`src/rtl/capture_timer_pkg.sv`:
```
package capture_timer_pkg;

    typedef enum logic [1:0] {
        CKS_DIV_SLOW = 2'b00,
        CKS_DIV_MID  = 2'b01,
        CKS_DIV_FAST = 2'b10,
        CKS_SUB      = 2'b11
    } tick_src_e;

    typedef enum logic [1:0] {
        CLR_NONE = 2'b00,
        CLR_FALL = 2'b01,
        CLR_RISE = 2'b10,
        CLR_BOTH = 2'b11
    } clr_mode_e;

    typedef enum logic {
        FLT_STEADY  = 1'b0,
        FLT_PENDING = 1'b1
    } flt_state_e;

endpackage

```
`src/rtl/ct_prescaler.sv`:
```
module ct_prescaler
    import capture_timer_pkg::*;
#(
    parameter int DIV_SLOW = 64,
    parameter int DIV_MID  = 32,
    parameter int DIV_FAST = 2,
    parameter int SUB_DIV  = 2,
    parameter int SYNC_LEN = 2
) (
    input  logic       clk,
    input  logic       rst_n,
    input  logic       sub_clk_in,
    input  logic [1:0] clk_sel,
    output logic       tick
);
    localparam int PRE_W = $clog2(DIV_SLOW);
    localparam int SUB_W = (SUB_DIV > 1) ? $clog2(SUB_DIV) : 1;
    localparam logic [PRE_W-1:0] MASK_SLOW = PRE_W'(DIV_SLOW - 1);
    localparam logic [PRE_W-1:0] MASK_MID  = PRE_W'(DIV_MID - 1);
    localparam logic [PRE_W-1:0] MASK_FAST = PRE_W'(DIV_FAST - 1);
    localparam logic [SUB_W-1:0] SUB_LAST  = SUB_W'(SUB_DIV - 1);

    logic [PRE_W-1:0]  pre_cnt;
    logic [SYNC_LEN:0] sub_sh;
    logic [SUB_W-1:0]  sub_cnt;
    logic              sub_rise;

    always_ff @(posedge clk or negedge rst_n) begin
        if (!rst_n) begin
            pre_cnt <= '0;
            sub_sh  <= '0;
            sub_cnt <= '0;
        end else begin
            pre_cnt <= pre_cnt + 1'b1;
            sub_sh  <= {sub_sh[SYNC_LEN-1:0], sub_clk_in};
            if (sub_rise) begin
                sub_cnt <= (sub_cnt == SUB_LAST) ? '0 : sub_cnt + 1'b1;
            end
        end
    end

    assign sub_rise = sub_sh[SYNC_LEN-1] & ~sub_sh[SYNC_LEN];

    always_comb begin
        unique case (tick_src_e'(clk_sel))
            CKS_DIV_SLOW: tick = ((pre_cnt & MASK_SLOW) == MASK_SLOW);
            CKS_DIV_MID:  tick = ((pre_cnt & MASK_MID) == MASK_MID);
            CKS_DIV_FAST: tick = ((pre_cnt & MASK_FAST) == MASK_FAST);
            CKS_SUB:      tick = sub_rise && (sub_cnt == SUB_LAST);
            default:      tick = 1'b0;
        endcase
    end

endmodule

```
`src/rtl/ct_edge_filter.sv`:
```
module ct_edge_filter
    import capture_timer_pkg::*;
#(
    parameter int FILT_LEN = 3,
    parameter int SYNC_LEN = 2
) (
    input  logic clk,
    input  logic rst_n,
    input  logic tick,
    input  logic filt_en,
    input  logic cap_pin,
    output logic edge_rise,
    output logic edge_fall
);
    localparam int RUN_W = (FILT_LEN > 1) ? $clog2(FILT_LEN) + 1 : 1;
    localparam logic [RUN_W-1:0] RUN_LAST = RUN_W'(FILT_LEN - 1);

    logic [SYNC_LEN-1:0] pin_sh;
    logic                sample;
    flt_state_e          state, state_nx;
    logic [RUN_W-1:0]    run_cnt, run_nx;
    logic                lvl, lvl_nx;
    logic                accept;

    assign sample = pin_sh[SYNC_LEN-1];

    // state register process
    always_ff @(posedge clk or negedge rst_n) begin
        if (!rst_n) begin
            pin_sh  <= '0;
            state   <= FLT_STEADY;
            run_cnt <= '0;
            lvl     <= 1'b0;
        end else begin
            pin_sh  <= {pin_sh[SYNC_LEN-2:0], cap_pin};
            state   <= state_nx;
            run_cnt <= run_nx;
            lvl     <= lvl_nx;
        end
    end

    // next-state process
    always_comb begin
        state_nx = state;
        run_nx   = run_cnt;
        accept   = 1'b0;
        if (tick) begin
            unique case (state)
                FLT_STEADY: begin
                    if (sample != lvl) begin
                        if (!filt_en || FILT_LEN <= 1) begin
                            accept = 1'b1;
                        end else begin
                            state_nx = FLT_PENDING;
                            run_nx   = RUN_W'(1);
                        end
                    end
                end
                FLT_PENDING: begin
                    if (sample == lvl) begin
                        state_nx = FLT_STEADY;
                        run_nx   = '0;
                    end else if (!filt_en || run_cnt >= RUN_LAST) begin
                        accept   = 1'b1;
                        state_nx = FLT_STEADY;
                        run_nx   = '0;
                    end else begin
                        run_nx = run_cnt + 1'b1;
                    end
                end
                default: state_nx = FLT_STEADY;
            endcase
        end
        lvl_nx = accept ? sample : lvl;
    end

    // output process
    always_comb begin
        edge_rise = accept & sample;
        edge_fall = accept & ~sample;
    end

endmodule

```
`src/rtl/ct_counter.sv`:
```
module ct_counter
    import capture_timer_pkg::*;
#(
    parameter int CNT_W = 8
) (
    input  logic             clk,
    input  logic             rst_n,
    input  logic             tick,
    input  logic             edge_rise,
    input  logic             edge_fall,
    input  logic [1:0]       clr_mode,
    input  logic             irq_edge_sel,
    output logic [CNT_W-1:0] count,
    output logic [CNT_W-1:0] cap_rise,
    output logic [CNT_W-1:0] cap_fall,
    output logic             cap_irq,
    output logic             ovf
);
    logic clr_hit;
    logic at_top;

    always_comb begin
        unique case (clr_mode_e'(clr_mode))
            CLR_NONE: clr_hit = 1'b0;
            CLR_FALL: clr_hit = edge_fall;
            CLR_RISE: clr_hit = edge_rise;
            CLR_BOTH: clr_hit = edge_rise | edge_fall;
            default:  clr_hit = 1'b0;
        endcase
    end

    assign at_top = (count == {CNT_W{1'b1}});

    always_ff @(posedge clk or negedge rst_n) begin
        if (!rst_n) begin
            count    <= '0;
            cap_rise <= '0;
            cap_fall <= '0;
            cap_irq  <= 1'b0;
            ovf      <= 1'b0;
        end else begin
            cap_irq <= irq_edge_sel ? edge_fall : edge_rise;
            ovf     <= tick & at_top & ~clr_hit;
            if (edge_rise) cap_rise <= count;
            if (edge_fall) cap_fall <= count;
            if (tick) begin
                count <= clr_hit ? '0 : count + 1'b1;
            end
        end
    end

endmodule

```
`src/rtl/capture_timer.sv`:
```
module capture_timer
    import capture_timer_pkg::*;
#(
    parameter int CNT_W    = 8,
    parameter int DIV_SLOW = 64,
    parameter int DIV_MID  = 32,
    parameter int DIV_FAST = 2,
    parameter int SUB_DIV  = 2,
    parameter int FILT_LEN = 3,
    parameter int SYNC_LEN = 2
) (
    input  logic             clk,
    input  logic             rst_n,
    input  logic             sub_clk_in,
    input  logic             cap_pin,
    input  logic             irq_edge_sel,
    input  logic [1:0]       clr_mode,
    input  logic [1:0]       clk_sel,
    input  logic             filt_en,
    output logic [CNT_W-1:0] count,
    output logic [CNT_W-1:0] cap_rise,
    output logic [CNT_W-1:0] cap_fall,
    output logic             cap_irq,
    output logic             ovf
);
    logic tick;
    logic edge_rise;
    logic edge_fall;

    ct_prescaler #(
        .DIV_SLOW(DIV_SLOW), .DIV_MID(DIV_MID), .DIV_FAST(DIV_FAST),
        .SUB_DIV(SUB_DIV), .SYNC_LEN(SYNC_LEN)
    ) u_pre (
        .clk(clk), .rst_n(rst_n), .sub_clk_in(sub_clk_in),
        .clk_sel(clk_sel), .tick(tick)
    );

    ct_edge_filter #(.FILT_LEN(FILT_LEN), .SYNC_LEN(SYNC_LEN)) u_flt (
        .clk(clk), .rst_n(rst_n), .tick(tick), .filt_en(filt_en),
        .cap_pin(cap_pin), .edge_rise(edge_rise), .edge_fall(edge_fall)
    );

    ct_counter #(.CNT_W(CNT_W)) u_cnt (
        .clk(clk), .rst_n(rst_n), .tick(tick),
        .edge_rise(edge_rise), .edge_fall(edge_fall),
        .clr_mode(clr_mode), .irq_edge_sel(irq_edge_sel),
        .count(count), .cap_rise(cap_rise), .cap_fall(cap_fall),
        .cap_irq(cap_irq), .ovf(ovf)
    );

endmodule

```
`config.mk`:
```
export PLATFORM = sky130hd
export DESIGN_NAME = capture_timer
export DESIGN_NICKNAME = d
export VERILOG_FILES = /design/src/rtl/capture_timer_pkg.sv /design/src/rtl/ct_prescaler.sv /design/src/rtl/ct_edge_filter.sv /design/src/rtl/ct_counter.sv /design/src/rtl/capture_timer.sv
export SDC_FILE = /design/constraint.sdc
export NUM_CORES = 1
export LEC_CHECK = 0
export BUFFER_PORTS_ARGS = -buffer_cell sky130_fd_sc_hd__buf_4
export CAP_MARGIN = 30
export CORE_UTILIZATION = 45
export DETAILED_ROUTE_END_ITERATION = 16
export PLACE_DENSITY = 0.69
export SYNTH_ARGS = -nofsm -noshare
export SYNTH_HDL_FRONTEND = slang
export SYNTH_SLANG_ARGS = --single-unit
```
`constraint.sdc`:
```
create_clock -name clk -period 2.1 [get_ports clk]
set_input_delay 0 -clock clk [delete_from_list [all_inputs] [get_ports clk]]
set_output_delay 0 -clock clk [all_outputs]
set_load 0.005 [all_outputs]
```
---- Yosys cells after proc, flatten, opt, wreduce, memory -nomap -nowiden ----
Cells that the tools add are included.
cells by class
  $add $sub $neg .......................... 4
  $mul .................................... 0
  divide/modulo/power cells ............... 0
  order comparisons ....................... 1
  equal/unequal tests ..................... 13
  shifts and indexed selects .............. 0
  multiplexer cells ....................... 21
  bitwise logic cells ..................... 10
  reductions and logical operators ........ 6
operators by type and width
  cell                   number
  $mux W3                4
  $mux W1                11
  $add A8 B1 Y8 const B  1
  $eq A2 B2 Y1 const B   4
  $eq A8 B8 Y1 const B   1
  $mux W8                1
  $pmux W1 S4            2
  $add A6 B1 Y6 const B  1
  $eq A6 B6 Y1 const B   1
  $pmux W3 S2            1
  $and A1 B1 Y1          5
  $eq A5 B5 Y1 const B   1
  $eq A2 B1 Y1 const B   2
  $logic_not A2 Y1       2
  $not A1 Y1             4
  $pmux W1 S2            2
  $add A3 B1 Y3 const B  1
  $ge A3 B2 Y1 const B   1
  $reduce_and A3 Y1      1
  $ne A2 B1 Y1 const B   1
  $ne A2 B2 Y1 const B   1
  $add A1 B1 Y1 const B  1
  $eq A1 B1 Y1           1
  $logic_and A1 B1 Y1    1
  4 further kinds        4
storage, ports and cells
  flip-flop bits (word level) ............. 43
  bits in latches ......................... 0
  memory bits (writable) .................. 0
  memory bits (read-only) ................. 0
  bits of input ports ..................... 10
  output and inout port bits .............. 26
  word-level logic and storage cells ...... 67
  memories ................................ 0

---- Depth between registers and ports, before layout ----
Gate-level depths: netlist of the first run.
  word-level depth ........................ 11
  mapped depth ............................ 9

---- Cells and area by module ----
From an unflattened synthesis of the first run, not the netlist that was laid out.
unflattened totals
  cells, all modules ...................... 145
  area, all modules ....................... 1808.0 um^2
by module, submodules not included
  module          instances  cells each  area each (um^2)
  ct_counter      1          82          1068.5
  ct_prescaler    1          28          379.1
  ct_edge_filter  1          35          360.3

---- Worst setup path after synthesis of the first run ----
Ideal clock, no wire load.
  path kind ............................... reg-to-reg
  start point ............................. register u_pre.pre_cnt[0]
  end point ............................... register u_cnt.count[5]
  setup time .............................. 134 ps
  arrival time ............................ 1768 ps
  data required time ...................... 1966 ps
  slack ................................... 198 ps
  cell stages (with the launch flop) ...... 10
  path buffers ............................ 1
  clock period less this slack ............ 1902 ps
  cell sequence ........................... dfrtp_1 ha_1 nand3_2 inv_1 ha_1 nand2b_1 and3_1 buf_1 o41ai_1 a21oi_1
on the way
  cells in the longest elaborated chain, start to end .. 7
RTL lines
  what                                                 line                                        text
  start, declared                                      ct_prescaler.sv:23                          logic [PRE_W-1:0] pre_cnt;
  start signal, assigned                               ct_prescaler.sv:34                          pre_cnt <= pre_cnt + 1'b1;
  $eq A6 B6 Y1 / $eq A5 B5 Y1 (equally long branches)  ct_prescaler.sv:46, ct_prescaler.sv:47
  $pmux W1 S4 *                                        ct_prescaler.sv:45                          unique case (tick_src_e'(clk_sel))
  $mux W1                                              ct_edge_filter.sv:47                        if (tick) begin
  $and A1 B1 Y1 (on tied branches)                     ct_edge_filter.sv:79, ct_edge_filter.sv:80
  $or A1 B1 Y1                                         ct_counter.sv:27                            CLR_BOTH: clr_hit = edge_rise | edge_fall;
  $pmux W1 S4                                          ct_counter.sv:23                            unique case (clr_mode_e'(clr_mode))
  $mux W8                                              ct_counter.sv:47                            count <= clr_hit ? '0 : count + 1'b1;
  end signal, assigned                                 ct_counter.sv:47
  end, declared                                        ct_counter.sv:13                            output logic [CNT_W-1:0] count,
Every way passes the cells marked *; elsewhere a longest branch is shown, timed or not.
A chain may end at the register's enable or synchronous reset.

---- Worst setup path in the final report of the first run ----
  start point ............................. register u_pre.pre_cnt[1]
  end point ............................... register u_cnt.count[4]
The elaborated chain is that of the path after synthesis.

==> flow_summary.toml, run 1 <==
[sta]
min_period_ns = 2.01
slew_headroom_pct = 64.4
slew_viol_final = 0
fin_crit_sh_pct = 95.7
skew_ns = 0.00288
setup_ws_ns = 0.0895
hold_viol = 0
timing.fmax_mhz = 497
worstMarginPinSlew_ns = 0.534
finalSetupViolations = 0

[floorplanning]
die-height_um = 66.9
die_w_um = 66.9
start_util_pct = 47.0
ioPinCount = 36
row_count = 23
core-area_um2 = 4030
dieArea_um2 = 4470

[routing]
wl_um = 4050
ant_nets = 0
dr.pass1.iters = 4
vias_per_cell = 5.65
drt_iter0_drc = 84
routedWlPerCell_um = 16.2
remaining_drc_errors = 0
via_count = 1413

[cells_and_area]
area_growth_pct = 27.5
drive_gt1_share_pct = 36.5
fin_nets = 215
antenna_cells = 0

[cts]
cts-buffers-inserted = 5
clkTransAtPathRegs_ns = 0.07
clkLatencyLatePin_ns = 0.29
clock-sinks = 43
cts_tree = "done"
htree_levels = 2
cts_root_buffer = "clkbuf_8"
ctsLongestPathBuffers = 2

[synth]
synthDistinctLibCells = 32
yosys.area.top_type = "dfrtp_1"
synth.top_cell.area_share_pct = 56.8
synth_top_family_by_area = "simple AND/OR/NAND/NOR gates"
synth-seq-area-share_pct = 56.8
yosys_warnings = 0
synth_edf_count = 0
synth_ff_type = "dfrtp_1"
synth_area_per_cell_um2 = 12.5
synth_seq_cells = 43
synthArstFlopShare_pct = 100
yosys.area_share.simple_pct = 14.1
synthCells = 151
synth_xor_area_share_pct = 2.31
netlist_area_um2 = 1890
ys_top_cells_by_area = "dfrtp_1 57%, mux2_2 11%, o31ai_1 3.6%, ha_1 3.3%, a21oi_1 2.6%"
synthAdderAreaFrac_pct = 3.30
synth_compound_area_share_pct = 10.6
muxShareOfSynthArea_pct = 11.2
syn_nets = 166

[run]
cap_violations = 0

[place]
post-place-ws_ns = -0.0229
portBuffers = 35
dpl.hpwl_um = 2820
gp_congestion = 0.733

[setup_path]
required_ns = 2.32
ff2ff_path_depth = 5
end_kind = "register"
max_stage_delay_ns = 0.59
path_depth = 5
start_kind = "register"
crit_path_end = "u_cnt.count[4]"
path_max_fanout = 15
cp.arrival_ns = 2.23
crit_family = "simple AND/OR/NAND/NOR gates"
crit_chain = "ha_2 -> nand3_2 -> o31a_1 -> or4_1 -> a21oi_1"
critPathBufInv = 0
regToRegSetupSlack_ns = 0.09
r2r-end = "u_cnt.count[4]"
regToRegStartpoint = "u_pre.pre_cnt[1]"
cp_slowest_cell = "or4_1"
critPathKind = "reg2reg"
crit_start = "u_pre.pre_cnt[1]"

[global_routing]
grt_max_degree = 44
antenna_found_initial = 0
grt_pass1_wl_um = 6670
overflow = 0
grt_pass1_vias = 1429
grt_use_total_pct = 20.6

[run_status]
outcome = "completed"

[min_path]
min-delay-start = "clk_sel[0]"
hp-class = "in2reg"

[pwr]
powerDensity_nw_per_um2 = 1030
vdd_ir_drop_max_mv = 0.542
leakagePower_uw = 0.00113
power.total_uw = 2500
-- worst min-delay path by stage --
stage / to / depth (start not counted)
detailed placement: u_flt.run_cnt[1] / 1
floorplan: u_cnt.cap_fall[0] / 0
CTS: u_cnt.count[1] / 4
finish: u_cnt.count[1] / 4
global placement: u_cnt.ovf / 1
global route: u_cnt.count[1] / 4
-- through the flow --
step	hold WS [ns]	setup TNS, ns	utilization [%]	cells	area, µm²
after CTS	0.178	0	59.1	250	2380
after global routing	0.176	-0.0130	60.0	250	2420
after floorplan	-0.296	0	-	151	1890
final	0.161	0	60.0	250	2420
after detailed placement	0.0223	-0.0486	55.5	237	2240
after global placement	0.0111	0	55.5	237	2240
-- tightest hold or removal path, stage by stage --
cell	delay [ns]
buf_4	0.11
nand3_4	0.13
nand3_1	0.12
a21oi_1	0.06
-- sequential cells by signal, indices dropped and copies added (netlist names) --
name / cells
u_flt.lvl: 1
u_flt.state: 1
u_cnt.count: 8
u_cnt.cap_fall: 8
u_cnt.cap_irq: 1
u_flt.pin_sh: 2
u_pre.sub_sh: 3
u_pre.pre_cnt: 6
u_flt.run_cnt: 3
u_cnt.ovf: 1
u_cnt.cap_rise: 8
u_pre.sub_cnt: 1
-- cell families after synthesis --
logic type                 after synthesis
DFF                                     43
and+or+nand+nor                         42
AOI/OAI and AO/OA                       29
muxes                                   19
buffers and inverters                    8
xor gates and xnor gates                 5
adders and majority gates                5
-- per-layer routing --
metal  up-vias  global-route usage [%]  routed length, µm  part of all wire (%)
met5         -                       0                  0                     0
met2        46                    33.6               2080                    51
met3         4                    5.48                196                   4.8
li1        657                       -                  -                     -
met4         0                    6.38                 39                  0.96
met1       706                    26.4               1730                    43
-- cells in the mapped netlist (2+ instances only) --
master / number
buf_2: 2
a21oi_1: 10
ha_1: 5
nand4_1: 2
nand2b_1: 2
xor2_1: 2
o21ai_0: 4
or4_1: 5
dfrtp_1: 43
inv_1: 5
nand3_1: 9
xnor2_1: 3
and3_1: 3
nand2_1: 6
nand3_2: 2
mux2_2: 18
nand4b_1: 2
nand4_2: 2
nor2b_1: 3
o31ai_1: 9
nor2_1: 2
and4_1: 2
-- placed cells by master, fill, tap and decap left out, types with 2 or more instances in the layout --
cell and instances:
dfrtp_1 43, buf_4 40, mux2_2 18, a21oi_1 10, nand3_1 9, o31ai_1 9, clkbuf_8 6, inv_1 5
nand2_1 5, or4_1 5, dlygate4sd3_1 5, o21ai_0 4, ha_1 4, xnor2_1 3, nor2b_1 3, xor2_1 2
and3_1 2, nand4b_1 2, nand2b_1 2, and4_1 2, nand4_4 2, nor2_1 2, nand4_1 2
-- power by group --
part | internal [µW] | switching (µW)
registers | 1030 | 229
clock network | 258 | 261
logic | 430 | 289
total | 1720 | 778
-- what timing repair did --
| action | CTS | global route |
|---|---|---|
| gates resized for setup | 1 | 6 |
| pin swaps | 0 | 3 |
| endpoints found under the setup margin | 13 | 21 |
| buffers inserted | 1 | 0 |
| endpoints found under the hold margin | 47 | 0 |
| hold buffers | 5 | 0 |
-- area by class of cell --
class	instances	area, µm²
clock buffer	6	82.6
clock inverter	1	5.00
fill	348	1610
inverter	5	18.8
multi-input combinational	100	821
sequential	43	1080
tap	50	62.6
timing repair buffer	45	350
No activity file was read; power rests on OpenSTA's default activity.
==> inputs of run 2 (changes only) <==
Settings changed: PLACE_DENSITY 0.69 to 0.67.
==> run 2 against run 1 <==
Compared with the run above: first-iteration DRC count is 48% lower; final area is 0.31% lower; setup slack better by 0.030 ns; register-to-register slack better by 0.03 ns; maximum frequency is 1.5% higher; clock power is 3% lower; hold slack better by 0.058 ns; combinational power hardly changed; via count is 0.92% higher.
==> flow_summary.toml, run 2 (same netlist as run 1, synthesis figures left out) <==
[place]
post-place-ws_ns = 0.0174
dp_cells = 237
portBuffers = 35
dpl_cell_area_um2 = 2240
gp_congestion = 0.786
dpl.hpwl_um = 2800

[routing]
dr.pass1.iters = 5
ant_nets = 0
vias_per_cell = 5.70
routedWlPerCell_um = 16.2
via_count = 1426
remaining_drc_errors = 0
drt_iter0_drc = 44
wl_um = 4060

[setup_path]
end_kind = "register"
required_ns = 2.33
critPathBufInv = 0
critPathKind = "reg2reg"
max_stage_delay_ns = 0.54
cp_slowest_cell = "or4_1"
r2r-end = "u_cnt.count[7]"
ff2ff_path_depth = 5
regToRegSetupSlack_ns = 0.12
cp.arrival_ns = 2.21
start_kind = "register"
path_max_fanout = 15
path_depth = 5
crit_family = "simple AND/OR/NAND/NOR gates"
crit_chain = "ha_2 -> nand3_2 -> o31a_2 -> or4_1 -> a21oi_1"
regToRegStartpoint = "u_pre.pre_cnt[0]"

[floorplanning]
core-area_um2 = 4030
start_util_pct = 47.0
row_count = 23
ioPinCount = 36
dieArea_um2 = 4470
die_w_um = 66.9
die-height_um = 66.9

[pwr]
power.internal_uw = 1700
vdd_ir_drop_max_mv = 0.653
swShare_pct = 31.4
powerDensity_nw_per_um2 = 1030
power_switching_uw = 777
leakagePower_uw = 0.00112
power_frac_seq_pct = 50.8
combinationalPowerShare_pct = 29.0
clkPwrFrac_pct = 20.2
power.total_uw = 2480

[cts]
cts-buffers-inserted = 5
postCtsSetupBuffers = 0
clock-sinks = 43
htree_levels = 2
cts_tree = "done"
ctsLongestPathBuffers = 2
clkTransAtPathRegs_ns = 0.08
clkLatencyLatePin_ns = 0.30
cts_root_buffer = "clkbuf_8"

[sta]
hold_viol = 0
skew_ns = 0.00879
slew_viol_final = 0
setup_ws_ns = 0.119
finalSetupViolations = 0
timing.fmax_mhz = 505
rsz0062_at_grt = "false"
tns_ns = 0
slew_headroom_pct = 64.1
worstMarginPinSlew_ns = 0.539
min_period_ns = 1.98
fin_crit_sh_pct = 94.3

[global_routing]
antenna_found_initial = 0
grt_max_degree = 44
grt_pass1_vias = 1443
grt_use_total_pct = 20.9
grt_pass1_wl_um = 6710
overflow = 0

[min_path]
hp-class = "in2async"

[cells_and_area]
top_regs = "u_cnt.cap_fall (8), u_cnt.cap_rise (8), u_cnt.count (8)"
fillers = 365
fin_nets = 214
final_cell_mix = "43 x dfrtp_1, 39 x buf_4, 18 x mux2_2, 10 x a21oi_1, 9 x nand3_1"
final_common_cell = "dfrtp_1"
fin_cells = 250
drive_gt1_share_pct = 36.5
area_growth_pct = 27.1
final_area_um2 = 2410
antenna_cells = 0

[run_status]
outcome = "completed"

[run]
cap_violations = 0
-- run 2: cell count changes in the layout (fill, tap and decap cells not counted) --
cell      before  now
o31ai_1        9    8
o31a_2         0    1
o31a_1         1    0
clkbuf_1       0    2
buf_4         40   39
o31ai_2        0    1
clkbuf_8       6    5
-- run 2: layer usage --
| metal | wire (µm) | vias to the layer above | global-route usage [%] |
|---|---|---|---|
| met3 | 169 | 11 | 4.62 |
| met5 | 0 | - | 0 |
| met4 | 109 | 0 | 12.8 |
| met1 | 1740 | 713 | 24.6 |
| met2 | 2040 | 39 | 34.6 |
| li1 | - | 663 | - |
-- run 2: per-stage QoR --
stage                     util [%]  hold WS [ns]
after global routing          59.8         0.275
after detailed placement      55.5        0.0228
after CTS                     58.8         0.245
final                         59.8         0.219
after global placement        55.5        0.0114
after floorplan                  -        -0.296
-- run 2: worst max path at each step --
stage | from | endpoint | slack (ns)
floorplan | u_pre.pre_cnt[0] | u_cnt.count[5] | 0.20
global placement | u_pre.pre_cnt[0] | u_cnt.count[6] | 0.13
detailed placement | u_pre.pre_cnt[0] | u_cnt.count[7] | 0.02
CTS | u_flt.run_cnt[0] | u_cnt.cap_fall[1] | 0.004
global route | u_pre.pre_cnt[0] | u_cnt.count[0] | 0.02
finish | u_pre.pre_cnt[0] | u_cnt.count[7] | 0.12
-- run 2: cell type report --
class                      count  area [µm²]  share of cell area, %
timing repair buffer          44         343                   14.2
multi-input combinational    100         827                   34.3
tap                           50        62.6                   2.60
clock buffer                   7        76.3                   3.17
clock inverter                 1        5.00                  0.208
inverter                       5        18.8                  0.779
sequential                    43        1080                   44.7
-- run 2: power by group through the flow --
stage | sequential (µW) | clock [µW] | combinational (µW)
2_1_floorplan | 1230 | 0 | 328
3_3_place_gp | 1250 | 0 | 676
3_5_place_dp | 1260 | 0 | 705
4_1_cts | 1250 | 513 | 715
5_1_grt | 1290 | 549 | 776
6_report | 1260 | 500 | 718
-- run 2: worst reg2reg max path, delay by kind of cell (launching register included) --
kind | cells | cell delay, ns
simple gates | 2 | 0.66
compound gates | 2 | 0.62
flops | 1 | 0.41
fa+ha+maj | 1 | 0.22
-- run 2: repair_timing --
action,in CTS,in global routing
hold endpoints to repair,47,0
endpoints found under the setup margin,0,26
hold buffers,5,0
gates resized for setup,0,9
==> inputs of run 3 (changes only) <==
Settings changed: CORE_UTILIZATION 45 to 47, PLACE_DENSITY 0.67 to 0.78.
==> run 3 against run 2 <==
Compared with the run above: non-clock buffer count did not move; sequential share of layout area down 0.32 points; via count down 0.49%; combinational power about the same; final area grew 0.73%.
==> flow_summary.toml, run 3 (same netlist as run 1, synthesis figures left out) <==
[floorplanning]
ioPinCount = 36
core-area_um2 = 3770
start_util_pct = 50.2
die-height_um = 65.5
dieArea_um2 = 4290
die_w_um = 65.5
row_count = 22

[run_status]
outcome = "completed"

[global_routing]
grt_pass1_vias = 1357
grt_max_degree = 44
antenna_found_initial = 0
grt_use_total_pct = 20.8
grt_pass1_wl_um = 6550
overflow = 0

[pwr]
clkPwrFrac_pct = 23.6
combinationalPowerShare_pct = 27.9
power_switching_uw = 765
swShare_pct = 29.7
vdd_ir_drop_max_mv = 0.567
power_frac_seq_pct = 48.5
powerDensity_nw_per_um2 = 1060
leakagePower_uw = 0.00113
power.internal_uw = 1810

[min_path]
hp-class = "in2reg"

[sta]
slew_viol_final = 0
worstMarginPinSlew_ns = 0.526
setup_ws_ns = 0.0645
fin_crit_sh_pct = 96.9
skew_ns = 0.00110
tns_ns = 0
hold_viol = 0
finalSetupViolations = 0
min_period_ns = 2.04
timing.fmax_mhz = 491
slew_headroom_pct = 64.9
whs_ns = 0.186

[routing]
ant_nets = 0
wl_um = 3910
wl_met2_um = 1960
via_count = 1419
dr.pass1.iters = 5
routedWlPerCell_um = 15.8
vias_per_cell = 5.74
wl_met3_um = 172
topRoutingLayerUsed = "met4"
wl_met1_um = 1740
drt_iter0_drc = 58
remaining_drc_errors = 0

[place]
post-place-ws_ns = 0.0230
dpl.hpwl_um = 2720
portBuffers = 35
gp_congestion = 0.790
dp_cells = 235

[cells_and_area]
final_common_cell = "dfrtp_1"
fin_util_pct = 64.3
drive_gt1_share_pct = 35.7
fin_nets = 214
top_regs = "u_cnt.cap_fall (8), u_cnt.cap_rise (8), u_cnt.count (8)"
area_growth_pct = 28.1
final_cell_mix = "43 x dfrtp_1, 39 x buf_4, 18 x mux2_2"
fin_cells = 247
antenna_cells = 0

[setup_path]
cp.arrival_ns = 2.26
required_ns = 2.32
end_kind = "register"
path_max_fanout = 13
start_kind = "register"
critPathKind = "reg2reg"

[cts]
ctsLongestPathBuffers = 2
cts_tree = "done"
postCtsSetupBuffers = 0
htree_levels = 2
clkTransAtPathRegs_ns = 0.07
cts_root_buffer = "clkbuf_8"
clkLatencyLatePin_ns = 0.29
clock-sinks = 43
cts-buffers-inserted = 5

[run]
cap_violations = 0
-- run 3: metal layers --
| metal | track usage [%] | vias up |
|---|---|---|
| li1 | - | 659 |
| met1 | 26.9 | 715 |
| met2 | 33.2 | 38 |
| met3 | 6.42 | 7 |
| met4 | 6.25 | 0 |
| met5 | 0 | - |
-- run 3: power by group through the flow --
stage | combinational, µW | clock (µW) | sequential [µW]
finish | 719 | 609 | 1250
global route | 786 | 661 | 1280
CTS | 709 | 627 | 1250
detailed placement | 699 | 0 | 1260
global placement | 673 | 0 | 1250
floorplan | 328 | 0 | 1230
-- run 3: timing repair --
action                                 4_1_cts  5_1_grt
setup endpoints to repair                    0       21
hold buffers                                 5        0
endpoints found under the hold margin       47        0
resized for setup                            0        7
-- run 3: worst max-delay path: stages, from the launching register on --
cell and delay [ns]:
dfrtp_1 0.37, ha_1 0.22, nand3_2 0.14, inv_1 0.08, ha_1 0.13, nand2b_1 0.11, and3_4 0.25, or4_1 0.50
a21oi_2 0.16
-- run 3: final cells by class --
class	instances	area (µm²)
timing repair buffer	44	343
sequential	43	1080
inverter	5	18.8
multi-input combinational	100	826
tap	48	60.1
fill	305	1350
clock inverter	1	30.0
clock buffer	6	72.6
-- run 3: final timing paths --
path,from,endpoint,slack (ns),depth (start not counted)
worst min register to register,u_flt.pin_sh[0],u_flt.pin_sh[1],0.35,0
worst max register to register,u_pre.pre_cnt[1],u_cnt.count[4],0.06,8
min in group asynchronous,rst_n,u_pre.pre_cnt[5],0.23,2
worst max-delay path,u_pre.pre_cnt[1],u_cnt.count[4],0.06,8
worst min-delay path,clk_sel[0],u_cnt.count[1],0.19,4
max in group asynchronous,rst_n,u_cnt.cap_rise[0],1.52,2
-- run 3: metrics by stage --
step	total power (µW)	area, µm²
finish	2580	2430
global route	2730	2430
CTS	2580	2390
detailed placement	1960	2230
global placement	1920	2230
floorplan	1560	1890
